--- src/rtl/brd_ctl_pkg.sv ---
package brd_ctl_pkg;

    localparam int OFFS_W = 20;
    typedef logic [OFFS_W-1:0] offs_t;

    // register offsets within the 20-bit window
    localparam offs_t OFS_SWITCH = 20'h00200;
    localparam offs_t OFS_STATUS = 20'h00208;
    localparam offs_t OFS_JUMPER = 20'h00210;
    localparam offs_t OFS_LED    = 20'h00408;
    localparam offs_t OFS_WORD   = 20'h00410;
    localparam offs_t OFS_CHAR0  = 20'h00418;
    localparam offs_t OFS_SWRST  = 20'h00500;
    localparam offs_t OFS_BRK    = 20'h00508;
    localparam offs_t OFS_GPO    = 20'h00A00;
    localparam offs_t OFS_GPIN   = 20'h00A08;
    localparam offs_t OFS_TWIN   = 20'h00B00;
    localparam offs_t OFS_TWOE   = 20'h00B08;
    localparam offs_t OFS_TWOUT  = 20'h00B10;
    localparam offs_t OFS_TWSEL  = 20'h00B18;

    localparam int CHAR_STRIDE_LOG2 = 3;

    // one flag per decoded register
    typedef struct packed {
        logic sw;
        logic status;
        logic jumper;
        logic led;
        logic word;
        logic chr;
        logic swrst;
        logic brk;
        logic gpo;
        logic gpin;
        logic twin;
        logic twoe;
        logic twout;
        logic twsel;
    } sel_t;

endpackage

--- src/rtl/brd_addr_dec.sv ---
module brd_addr_dec
    import brd_ctl_pkg::*;
#(
    parameter int CHAR_CNT = 8,
    parameter int IDX_W    = 3
) (
    input  offs_t            offs,
    output sel_t             sel,
    output logic [IDX_W-1:0] char_idx
);

    localparam offs_t OFS_CHAR_LAST =
        OFS_CHAR0 + offs_t'((CHAR_CNT - 1) << CHAR_STRIDE_LOG2);

    offs_t char_rel;
    logic  unused_rel;

    always_comb begin
        sel      = '0;
        char_rel = offs - OFS_CHAR0;
        char_idx = char_rel[CHAR_STRIDE_LOG2 +: IDX_W];
        case (offs)
            OFS_SWITCH: sel.sw     = 1'b1;
            OFS_STATUS: sel.status = 1'b1;
            OFS_JUMPER: sel.jumper = 1'b1;
            OFS_LED:    sel.led    = 1'b1;
            OFS_WORD:   sel.word   = 1'b1;
            OFS_SWRST:  sel.swrst  = 1'b1;
            OFS_BRK:    sel.brk    = 1'b1;
            OFS_GPO:    sel.gpo    = 1'b1;
            OFS_GPIN:   sel.gpin   = 1'b1;
            OFS_TWIN:   sel.twin   = 1'b1;
            OFS_TWOE:   sel.twoe   = 1'b1;
            OFS_TWOUT:  sel.twout  = 1'b1;
            OFS_TWSEL:  sel.twsel  = 1'b1;
            default:    ;
        endcase
        // character window: aligned to the stride, inside the range
        if ((offs >= OFS_CHAR0) && (offs <= OFS_CHAR_LAST) &&
            (offs[CHAR_STRIDE_LOG2-1:0] == '0)) begin
            sel.chr = 1'b1;
        end
    end

    assign unused_rel = ^{char_rel[CHAR_STRIDE_LOG2-1:0],
                          char_rel[OFFS_W-1:CHAR_STRIDE_LOG2+IDX_W]};

endmodule

--- src/rtl/brd_hex_ascii.sv ---
module brd_hex_ascii #(
    parameter int NIBBLES = 8
) (
    input  logic [4*NIBBLES-1:0] word_i,
    output logic [8*NIBBLES-1:0] chars_o
);

    // character g carries the g-th nibble counted from the top
    for (genvar g = 0; g < NIBBLES; g++) begin : g_nib
        logic [3:0] nib;
        assign nib = word_i[4*(NIBBLES-1-g) +: 4];
        assign chars_o[8*g +: 8] = (nib < 4'd10) ? (8'h30 + {4'h0, nib})
                                                 : (8'h37 + {4'h0, nib});
    end

endmodule

--- src/rtl/brd_disp_buf.sv ---
module brd_disp_buf #(
    parameter int CHAR_CNT = 8,
    parameter int IDX_W    = 3
) (
    input  logic                  clk,
    input  logic                  rst_n,
    input  logic                  word_we,
    input  logic [8*CHAR_CNT-1:0] word_chars,
    input  logic                  char_we,
    input  logic [IDX_W-1:0]      char_idx,
    input  logic [7:0]            char_val,
    output logic [8*CHAR_CNT-1:0] chars_o
);

    localparam logic [8*CHAR_CNT-1:0] BLANK = {CHAR_CNT{8'h20}};

    logic [8*CHAR_CNT-1:0] chars_d, chars_q;

    always_comb begin
        chars_d = chars_q;
        if (word_we) begin
            chars_d = word_chars;
        end else if (char_we) begin
            chars_d[8*char_idx +: 8] = char_val;
        end
    end

    always_ff @(posedge clk) begin
        if (!rst_n) chars_q <= BLANK;
        else        chars_q <= chars_d;
    end

    assign chars_o = chars_q;

    AST_CHAR_LOADS: assert property (@(posedge clk) disable iff (!rst_n)
        (char_we && !word_we) |=> (chars_o[8*$past(char_idx) +: 8] == $past(char_val)))
        else $error("character write not stored");

    AST_DISP_HOLDS: assert property (@(posedge clk) disable iff (!rst_n)
        (!char_we && !word_we) |=> $stable(chars_o))
        else $error("display changed without a display write");

endmodule

--- src/rtl/brd_ctl_regs.sv ---
module brd_ctl_regs
    import brd_ctl_pkg::*;
#(
    parameter int DATA_W     = 32,
    parameter int ADDR_W     = 32,
    parameter int LED_W      = 8,
    parameter int BYTE_W     = 8,
    parameter bit BIG_ENDIAN = 1'b1
) (
    input  logic                clk,
    input  logic                rst_n,
    input  logic [ADDR_W-1:0]   bus_addr,
    input  logic [DATA_W-1:0]   bus_wdata,
    input  logic                bus_we,
    input  logic                bus_re,
    output logic [DATA_W-1:0]   bus_rdata,
    output logic                sys_reset_req,
    output logic [LED_W-1:0]    led_bar,
    output logic [2*DATA_W-1:0] disp_chars,
    output logic                twi_scl_o,
    output logic                twi_sda_o,
    input  logic                twi_sda_i
);

    localparam int CHAR_CNT = DATA_W / 4;
    localparam int IDX_W    = (CHAR_CNT > 1) ? $clog2(CHAR_CNT) : 1;
    localparam logic [DATA_W-1:0] SWRST_KEY  = DATA_W'(32'h42);
    localparam logic [DATA_W-1:0] STATUS_VAL = BIG_ENDIAN ? DATA_W'(32'h12)
                                                          : DATA_W'(32'h10);
    localparam logic [DATA_W-1:0] TWIN_BASE  = DATA_W'(32'h3);
    localparam logic [DATA_W-1:0] TWOUT_RST  = DATA_W'(32'h3);
    localparam logic [BYTE_W-1:0] BRK_RST    = BYTE_W'(8'h0A);

    typedef struct packed {
        logic [LED_W-1:0]  led;
        logic [BYTE_W-1:0] brk;
        logic [BYTE_W-1:0] gpo;
        logic [1:0]        oe;
        logic [DATA_W-1:0] tout;
        logic              tsel;
        logic              rst_req;
        logic [DATA_W-1:0] rdata;
    } regs_t;

    regs_t regs_d, regs_q;

    offs_t                 offs;
    sel_t                  sel;
    logic [$bits(sel_t)-1:0] sel_vec;
    logic                  hit;
    logic [IDX_W-1:0]      char_idx;
    logic [8*CHAR_CNT-1:0] hex_chars;
    logic                  unused_addr;

    assign offs        = bus_addr[OFFS_W-1:0];
    assign unused_addr = ^bus_addr[ADDR_W-1:OFFS_W];
    assign sel_vec     = sel;
    assign hit         = |sel_vec;

    brd_addr_dec #(
        .CHAR_CNT (CHAR_CNT),
        .IDX_W    (IDX_W)
    ) dec_i (
        .offs     (offs),
        .sel      (sel),
        .char_idx (char_idx)
    );

    brd_hex_ascii #(
        .NIBBLES (CHAR_CNT)
    ) hex_i (
        .word_i  (bus_wdata),
        .chars_o (hex_chars)
    );

    brd_disp_buf #(
        .CHAR_CNT (CHAR_CNT),
        .IDX_W    (IDX_W)
    ) disp_i (
        .clk        (clk),
        .rst_n      (rst_n),
        .word_we    (bus_we && sel.word),
        .word_chars (hex_chars),
        .char_we    (bus_we && sel.chr),
        .char_idx   (char_idx),
        .char_val   (bus_wdata[7:0]),
        .chars_o    (disp_chars)
    );

    always_comb begin
        regs_d         = regs_q;
        regs_d.rst_req = 1'b0;
        regs_d.rdata   = '0;

        if (bus_we) begin
            if (sel.led)   regs_d.led  = bus_wdata[LED_W-1:0];
            if (sel.brk)   regs_d.brk  = bus_wdata[BYTE_W-1:0];
            if (sel.gpo)   regs_d.gpo  = bus_wdata[BYTE_W-1:0];
            if (sel.twoe)  regs_d.oe   = bus_wdata[1:0];
            if (sel.twout) regs_d.tout = bus_wdata;
            if (sel.twsel) regs_d.tsel = bus_wdata[0];
            if (sel.swrst) regs_d.rst_req = (bus_wdata == SWRST_KEY);
        end

        // read path sees the values held before this cycle's write
        if (bus_re) begin
            if (sel.status)     regs_d.rdata = STATUS_VAL;
            else if (sel.led)   regs_d.rdata = DATA_W'(regs_q.led);
            else if (sel.brk)   regs_d.rdata = DATA_W'(regs_q.brk);
            else if (sel.gpo)   regs_d.rdata = DATA_W'(regs_q.gpo);
            else if (sel.gpin)  regs_d.rdata = regs_q.tsel ? regs_q.tout : '0;
            else if (sel.twin)  regs_d.rdata = {TWIN_BASE[DATA_W-1:1], twi_sda_i};
            else if (sel.twoe)  regs_d.rdata = DATA_W'(regs_q.oe);
            else if (sel.twout) regs_d.rdata = regs_q.tout;
            else if (sel.twsel) regs_d.rdata = DATA_W'(regs_q.tsel);
        end
    end

    always_ff @(posedge clk) begin
        if (!rst_n) begin
            regs_q.led     <= '0;
            regs_q.brk     <= BRK_RST;
            regs_q.gpo     <= '0;
            regs_q.oe      <= '0;
            regs_q.tout    <= TWOUT_RST;
            regs_q.tsel    <= 1'b1;
            regs_q.rst_req <= 1'b0;
            regs_q.rdata   <= '0;
        end else begin
            regs_q <= regs_d;
        end
    end

    assign bus_rdata     = regs_q.rdata;
    assign sys_reset_req = regs_q.rst_req;
    assign led_bar       = regs_q.led;
    assign twi_scl_o     = regs_q.tout[1];
    assign twi_sda_o     = regs_q.tout[0];

    AST_DEC_ONEHOT: assert property (@(posedge clk) disable iff (!rst_n)
        $onehot0(sel_vec))
        else $error("more than one register decoded");

    AST_MISS_READS_ZERO: assert property (@(posedge clk) disable iff (!rst_n)
        (bus_re && !hit) |=> (bus_rdata == '0))
        else $error("undecoded read returned data");

    AST_LED_LOAD: assert property (@(posedge clk) disable iff (!rst_n)
        (bus_we && sel.led) |=> (led_bar == $past(bus_wdata[LED_W-1:0])))
        else $error("LED bar not loaded");

    AST_RST_KEYED: assert property (@(posedge clk) disable iff (!rst_n)
        sys_reset_req |-> $past(bus_we && sel.swrst && (bus_wdata == SWRST_KEY)))
        else $error("reset request without key write");

    AST_TWO_WIRE_PINS: assert property (@(posedge clk) disable iff (!rst_n)
        (bus_we && sel.twout) |=> ((twi_scl_o == $past(bus_wdata[1])) &&
                                   (twi_sda_o == $past(bus_wdata[0]))))
        else $error("two-wire pins not following output register");

    AST_IDLE_RDATA_ZERO: assert property (@(posedge clk) disable iff (!rst_n)
        !bus_re |=> (bus_rdata == '0))
        else $error("read data not cleared");

endmodule

--- config.mk ---
export PLATFORM = sky130hd
export DESIGN_NAME = brd_ctl_regs
export DESIGN_NICKNAME = d
export VERILOG_FILES = /design/src/rtl/brd_ctl_pkg.sv /design/src/rtl/brd_addr_dec.sv /design/src/rtl/brd_hex_ascii.sv /design/src/rtl/brd_disp_buf.sv /design/src/rtl/brd_ctl_regs.sv
export SDC_FILE = /design/constraint.sdc
export NUM_CORES = 1
export LEC_CHECK = 0
export BUFFER_PORTS_ARGS = -buffer_cell sky130_fd_sc_hd__buf_2
export CAP_MARGIN = 20
export CELL_PAD_IN_SITES_DETAIL_PLACEMENT = 0
export CELL_PAD_IN_SITES_GLOBAL_PLACEMENT = 1
export CORE_MARGIN = 5
export CORE_UTILIZATION = 34
export DETAILED_ROUTE_END_ITERATION = 10
export PLACE_DENSITY = 0.69
export SYNTH_ARGS = -nofsm -noshare
export SYNTH_HDL_FRONTEND = slang
export SYNTH_HIERARCHICAL = 1
export SYNTH_SLANG_ARGS = --single-unit
--- constraint.sdc ---
create_clock -name clk -period 3.6 [get_ports clk]
set_input_delay 0.72 -clock clk [delete_from_list [all_inputs] [get_ports clk]]
set_output_delay 0.72 -clock clk [all_outputs]
set_load 0.02 [all_outputs]
---- After elaboration in Yosys (flattened, before gate mapping) ----
Index checks and enable logic that the tools add are counted.
storage, ports and cells
  bits in registers ....................... 156
  logic and storage cells ................. 104
operators by class
  $add $sub $neg .......................... 18
  $lt $le $gt $ge ......................... 10
  equal/unequal tests ..................... 12
  shift operators ......................... 2
  multiplexer cells ....................... 33
  bitwise operators ....................... 2
  reductions and logical operators ........ 16
operators with widths
  cell                     count
  $mux 32                  5
  $mux 64                  2
  $eq 20x12->1 const B     6
  $add 6x4->7 const A      16
  $mux 8                   11
  $eq 20x11->1 const B     4
  $bwmux 64                1
  $shift 8x34->64 const A  1
  $shiftx 8x34->64         1
  $neg 6->34               1
  $eq 32x7->1 const B      1
  $lt 4x4->1 const B       8
  $eq 20x10->1 const B     1
  $ge 20x11->1 const B     1
  $le 20x11->1 const B     1
  $reduce_and 2->1         7
  $mux 1                   13
  $reduce_or 6->1          1
  $sub 6x5->6 const B      1
  $mux 5                   1
  $logic_and 1x1->1        4
  $logic_not 3->1          1
  $reduce_and 3->1         1
  $reduce_or 3->1          1
  2 further kinds          3

---- Logic depth before layout (Yosys ltp) ----
  word-level depth ........................ 11
  mapped depth ............................ 12
  gate-level depth less buffers ........... 9

---- By module ----
Netlist, hierarchy kept.
modules (own cells, without submodules)
  module         times used  cells each  area each (sq um)
  brd_ctl_regs   1           450         3880.0
  brd_disp_buf   1           383         3404.5
  brd_hex_ascii  1           128         815.8
  brd_addr_dec   1           43          352.8

---- Worst setup path before layout ----
Ideal clock, no wire load.
  path kind ............................... input to register
  from .................................... input port bus_addr[3]
  to ...................................... register disp_i.chars_q[0] (netlist: disp_i/chars_o[0])
  setup time .............................. 0.140 ns
  arrival ................................. 2.790 ns
  data required time ...................... 3.460 ns
  slack ................................... 0.670 ns
  stages on the path ...................... 10
  buffers on the path ..................... 1
  cell sequence ........................... inv_1 -> ha_1 -> inv_1 -> inv_1 -> ha_1 -> ha_1 -> buf_2 -> or3b_2 -> o21ai_1 -> a311oi_1
between the ends
  cells in the longest elaborated chain, start to end .. 6
  elaborated cells on any way between the ends .. 17
  those cells by class .................... add/sub: 2; order compare: 2; eq/ne: 1; shift: 2; mux: 5; reduce/logical: 5
ends and longest elaborated chain
  element                                              RTL line            source
  start, declared                                      brd_ctl_regs.sv:12  input logic [ADDR_W-1:0] bus_addr,
  $sub 6x5->6 *                                        brd_addr_dec.sv:20  char_rel = offs - OFS_CHAR0;
  named net char_idx[1]                                brd_ctl_regs.sv:51  logic [IDX_W-1:0] char_idx;
  $neg 6->34 *                                         brd_disp_buf.sv:24  chars_d[8*char_idx +: 8] = char_val;
  $shiftx 8x34->64 or $shift 8x34->64 (tied branches)  brd_disp_buf.sv:24
  $bwmux 64 *                                          brd_disp_buf.sv:24
  $mux 64 *                                            brd_disp_buf.sv:23  end else if (char_we) begin
  $mux 64 *                                            brd_disp_buf.sv:21  if (word_we) begin
  end signal, assigned                                 brd_disp_buf.sv:30  else chars_q <= chars_d;
  end, declared                                        brd_disp_buf.sv:17  logic [8*CHAR_CNT-1:0] chars_d, chars_q;
The timed path passes the listed nets; every way through them passes the cells marked *. The select of a mux whose other input is x is not followed.
A chain may end at the register's enable or synchronous reset.

---- Final worst setup path ----
  from .................................... input port bus_addr[3]
  to ...................................... register disp_i.chars_q[32] (netlist: disp_i/chars_o[32])
Same word-level chain as after synthesis.

==> parameters.txt <==
Parameter                              Value

Run status
  Outcome ... finished, final reports clean

Clock tree
  Count of buffers added by post-CTS timing repair for setup ... 0
  Quantity of hold-fixing buffers added after cts ... 0
  CTS tree ... yes
  Latest clock arrival within the worst-skew pair ... 0.42 ns
  Number of clock sinks ... 156
  Clock-pin slew on the worst setup and hold paths ... 0.07 ns
  Resized Gates After CTS ... 0
  Buffer depth of the longest clock path ... 2
  Maximum level of the CTS H-tree ... 4
  Clock buffers created by TritonCTS ... 17
  Clock root cell ... sky130_fd_sc_hd__clkbuf_16

Critical path
  Startpoint type of the worst setup path ... primary input
  Data required, critical path ... 3.92 ns
  WP data arrival ... 3.29 ns
  Reg2Reg Capture Point ... bus_rdata[7]
  Worst Reg2Reg Path Length in Cells ... 3
  Reg-to-reg critical path startpoint ... regs_q[33]
  Flop-to-flop setup slack ... 2.32 ns
  Critical Path Fanout Max ... 16
  WS Path Type ... in2reg
  Worst setup startpoint ... bus_addr[3]
  Kind of end point of the critical path ... flop

Timing
  Shortest period the worst path allows ... 2.970 ns
  Final period utilization ... 82.49%
  Number of max-slew violations in the final report ... 0
  Total of endpoints with negative setup slack in the final report ... 0
  Final hold violation count ... 0
  Worst setup slack after layout ... 0.6302 ns
  Final worst clock skew ... 0.008691 ns
  Transition at the pin with the smallest max-transition slack ... 0.7086 ns
  Setup total negative slack ... 0 ns
  Maximum operating frequency ... 336.7 MHz
  Setup repair after global routing missed its margin ... false
  Slew margin rel. ... 52.36%

Worst hold path
  Endpoint with the worst hold slack ... bus_rdata[18]
  Path class of the lowest-slack min-delay path ... reg2reg
  Hold path start ... regs_q[52]
  Instance count along the most critical hold path ... 1

Power
  Clock group share of total power ... 47.0%
  Fraction of power spent switching nets ... 26.23%
  Net switching component of the power ... 1.068 mW
  Power share of the combinational group ... 10.7%
  Worst-case vdd ir drop ... 0.2074 mV
  Internal power ... 3.003 mW
  Relative contribution of sequential cells to total power ... 42.4%
  Leakage component of the power ... 3.710 nW
  Power density over the cells ... 413.6 nW/µm²

Layout
  Layout Area Growth over Synthesis ... 16.53%
  Post-layout utilization of the core ... 40.35%
  Diode insertion count for antenna repair ... 0
  Number of nets in the finished design ... 1179
  Area of all placed cells without fillers ... 9842 µm²
  Fraction of layout instances using a drive strength above 1 ... 23.42%

Floorplan
  Initial Utilization ... 34.63%
  Area of the core ... 24390 µm²
  Width of the die ... 167.6 µm
  Overall die height ... 167.6 µm
  Number of cell rows ... 57
  Area of the die ... 28090 µm²
  Top-level I/O count ... 176

Detailed routing
  First-pass detailed-route iteration total ... 5
  Average via count per standard cell ... 5.285
  Number of nets with antenna violations after detailed routing ... 0
  Routed Wire Length ... 27.03 mm
  DR iter-0 viols ... 538
  Drt drc ... 0
  Average detailed-routed wire length per instance ... 18.85 µm
  Via total after detailed routing ... 7579

GRT
  Pin count of the biggest net entering global routing ... 51
  Antenna violations before repair ... 1
  Global-route wire length before repair ... 42.61 mm
  Aggregate global routing overflow ... 0
  Global Route Usage Sum ... 18.82%
  Vias in the first global route ... 7388

Placed design
  Detailed Place HPWL ... 18.52 mm
  Count of input and output buffers ... 163
  Post-place instance area ... 9225 µm²
  Post-Place Worst Slack ... 0.2213 ns
  Last weighted congestion value of the routability-driven placer ... 0.7795

Synthesis
  Total number of yosys warnings ... 6
  Number of cells produced by synthesis ... 1002
  Mean post-synth cell area ... 8.429 µm²
  Synthesized area ... 8446 µm²

Job
  Total of max-cap violations ... 0
-- layer usage --
| metal | track usage (%) | part of all wire (%) |
|---|---|---|
| met2 | 30.28 | 46 |
| met1 | 26.51 | 48 |
| met5 | 0 | 0 |
| met3 | 2.852 | 5.0 |
| met4 | 4.764 | 1.5 |
-- state kept, by name, indices dropped and copies added (netlist names) --
| name | flops |
|---|---|
| bus_rdata | 32 |
| twi_sda_o | 1 |
| regs_q | 49 |
| twi_scl_o | 1 |
| disp_i/chars_o | 64 |
| led_bar | 8 |
| sys_reset_req | 1 |
-- through the flow --
stage	std cells	hold slack (ns)	total power, mW
after floorplan	1009	0.4296	2.012
after global placement	1402	0.4392	2.191
after detailed placement	1402	0.4432	2.192
after CTS	1434	0.4525	4.109
after global routing	1434	0.4748	4.215
final	1434	0.4513	4.070
-- worst max-delay path: stages --
cell	delay, ns
sky130_fd_sc_hd__buf_2	0.13
sky130_fd_sc_hd__inv_1	0.07
sky130_fd_sc_hd__ha_1	0.31
sky130_fd_sc_hd__inv_1	0.08
sky130_fd_sc_hd__inv_1	0.04
sky130_fd_sc_hd__ha_1	0.20
sky130_fd_sc_hd__ha_1	0.59
sky130_fd_sc_hd__o21ai_1	0.31
sky130_fd_sc_hd__or3_1	0.55
sky130_fd_sc_hd__o221a_1	0.28
-- layout make-up --
| class | instances | area [µm²] |
|---|---|---|
| fillers | 2632 | 14550 |
| clock buffers | 21 | 460.4 |
| repair buffers | 193 | 1054 |
| well taps | 324 | 405.4 |
| flip-flops and latches | 156 | 3123 |
| clock inverters | 11 | 156.4 |
| multi-input cells | 699 | 4531 |
| inverters | 30 | 112.6 |
-- worst max path at each step --
stage                                    end  cells past startpoint
after floorplan            disp_i/chars_o[0]                     10
after global placement    disp_i/chars_o[33]                     10
after detailed placement  disp_i/chars_o[33]                     10
after CTS                 disp_i/chars_o[32]                     10
after global routing      disp_i/chars_o[22]                     10
final                     disp_i/chars_o[32]                     10
-- power by group through the flow --
stage,combinational [mW],clock [mW],sequential [mW]
floorplan,0.247,0,1.76
global placement,0.427,0,1.76
detailed placement,0.427,0,1.76
CTS,0.431,1.95,1.72
global route,0.467,2.02,1.72
finish,0.434,1.91,1.73
-- placed cells by master, fill, tap and decap left out, types with 6 or more instances in the layout --
master,instances
sky130_fd_sc_hd__ha_1,13
sky130_fd_sc_hd__o21a_1,13
sky130_fd_sc_hd__dfxtp_1,156
sky130_fd_sc_hd__nand2b_1,9
sky130_fd_sc_hd__inv_1,28
sky130_fd_sc_hd__and2b_1,8
sky130_fd_sc_hd__o211ai_1,8
sky130_fd_sc_hd__o21ai_1,15
sky130_fd_sc_hd__nor4_1,6
sky130_fd_sc_hd__xnor2_1,9
sky130_fd_sc_hd__a211oi_1,46
sky130_fd_sc_hd__a31oi_1,12
sky130_fd_sc_hd__o2bb2ai_1,7
sky130_fd_sc_hd__nor3_2,6
sky130_fd_sc_hd__clkbuf_16,17
sky130_fd_sc_hd__a21boi_0,54
sky130_fd_sc_hd__o21ai_2,8
sky130_fd_sc_hd__nand4_1,15
sky130_fd_sc_hd__nand3_1,38
sky130_fd_sc_hd__and3b_1,7
sky130_fd_sc_hd__conb_1,8
sky130_fd_sc_hd__a21oi_1,38
sky130_fd_sc_hd__buf_2,163
sky130_fd_sc_hd__nor2b_1,8
sky130_fd_sc_hd__and2_1,29
sky130_fd_sc_hd__o21ai_0,26
sky130_fd_sc_hd__a221oi_1,14
sky130_fd_sc_hd__a32oi_1,34
sky130_fd_sc_hd__buf_4,29
sky130_fd_sc_hd__nor2_1,32
sky130_fd_sc_hd__nand2_1,149
sky130_fd_sc_hd__nor3b_1,12
(Power assumes the default switching activity.)
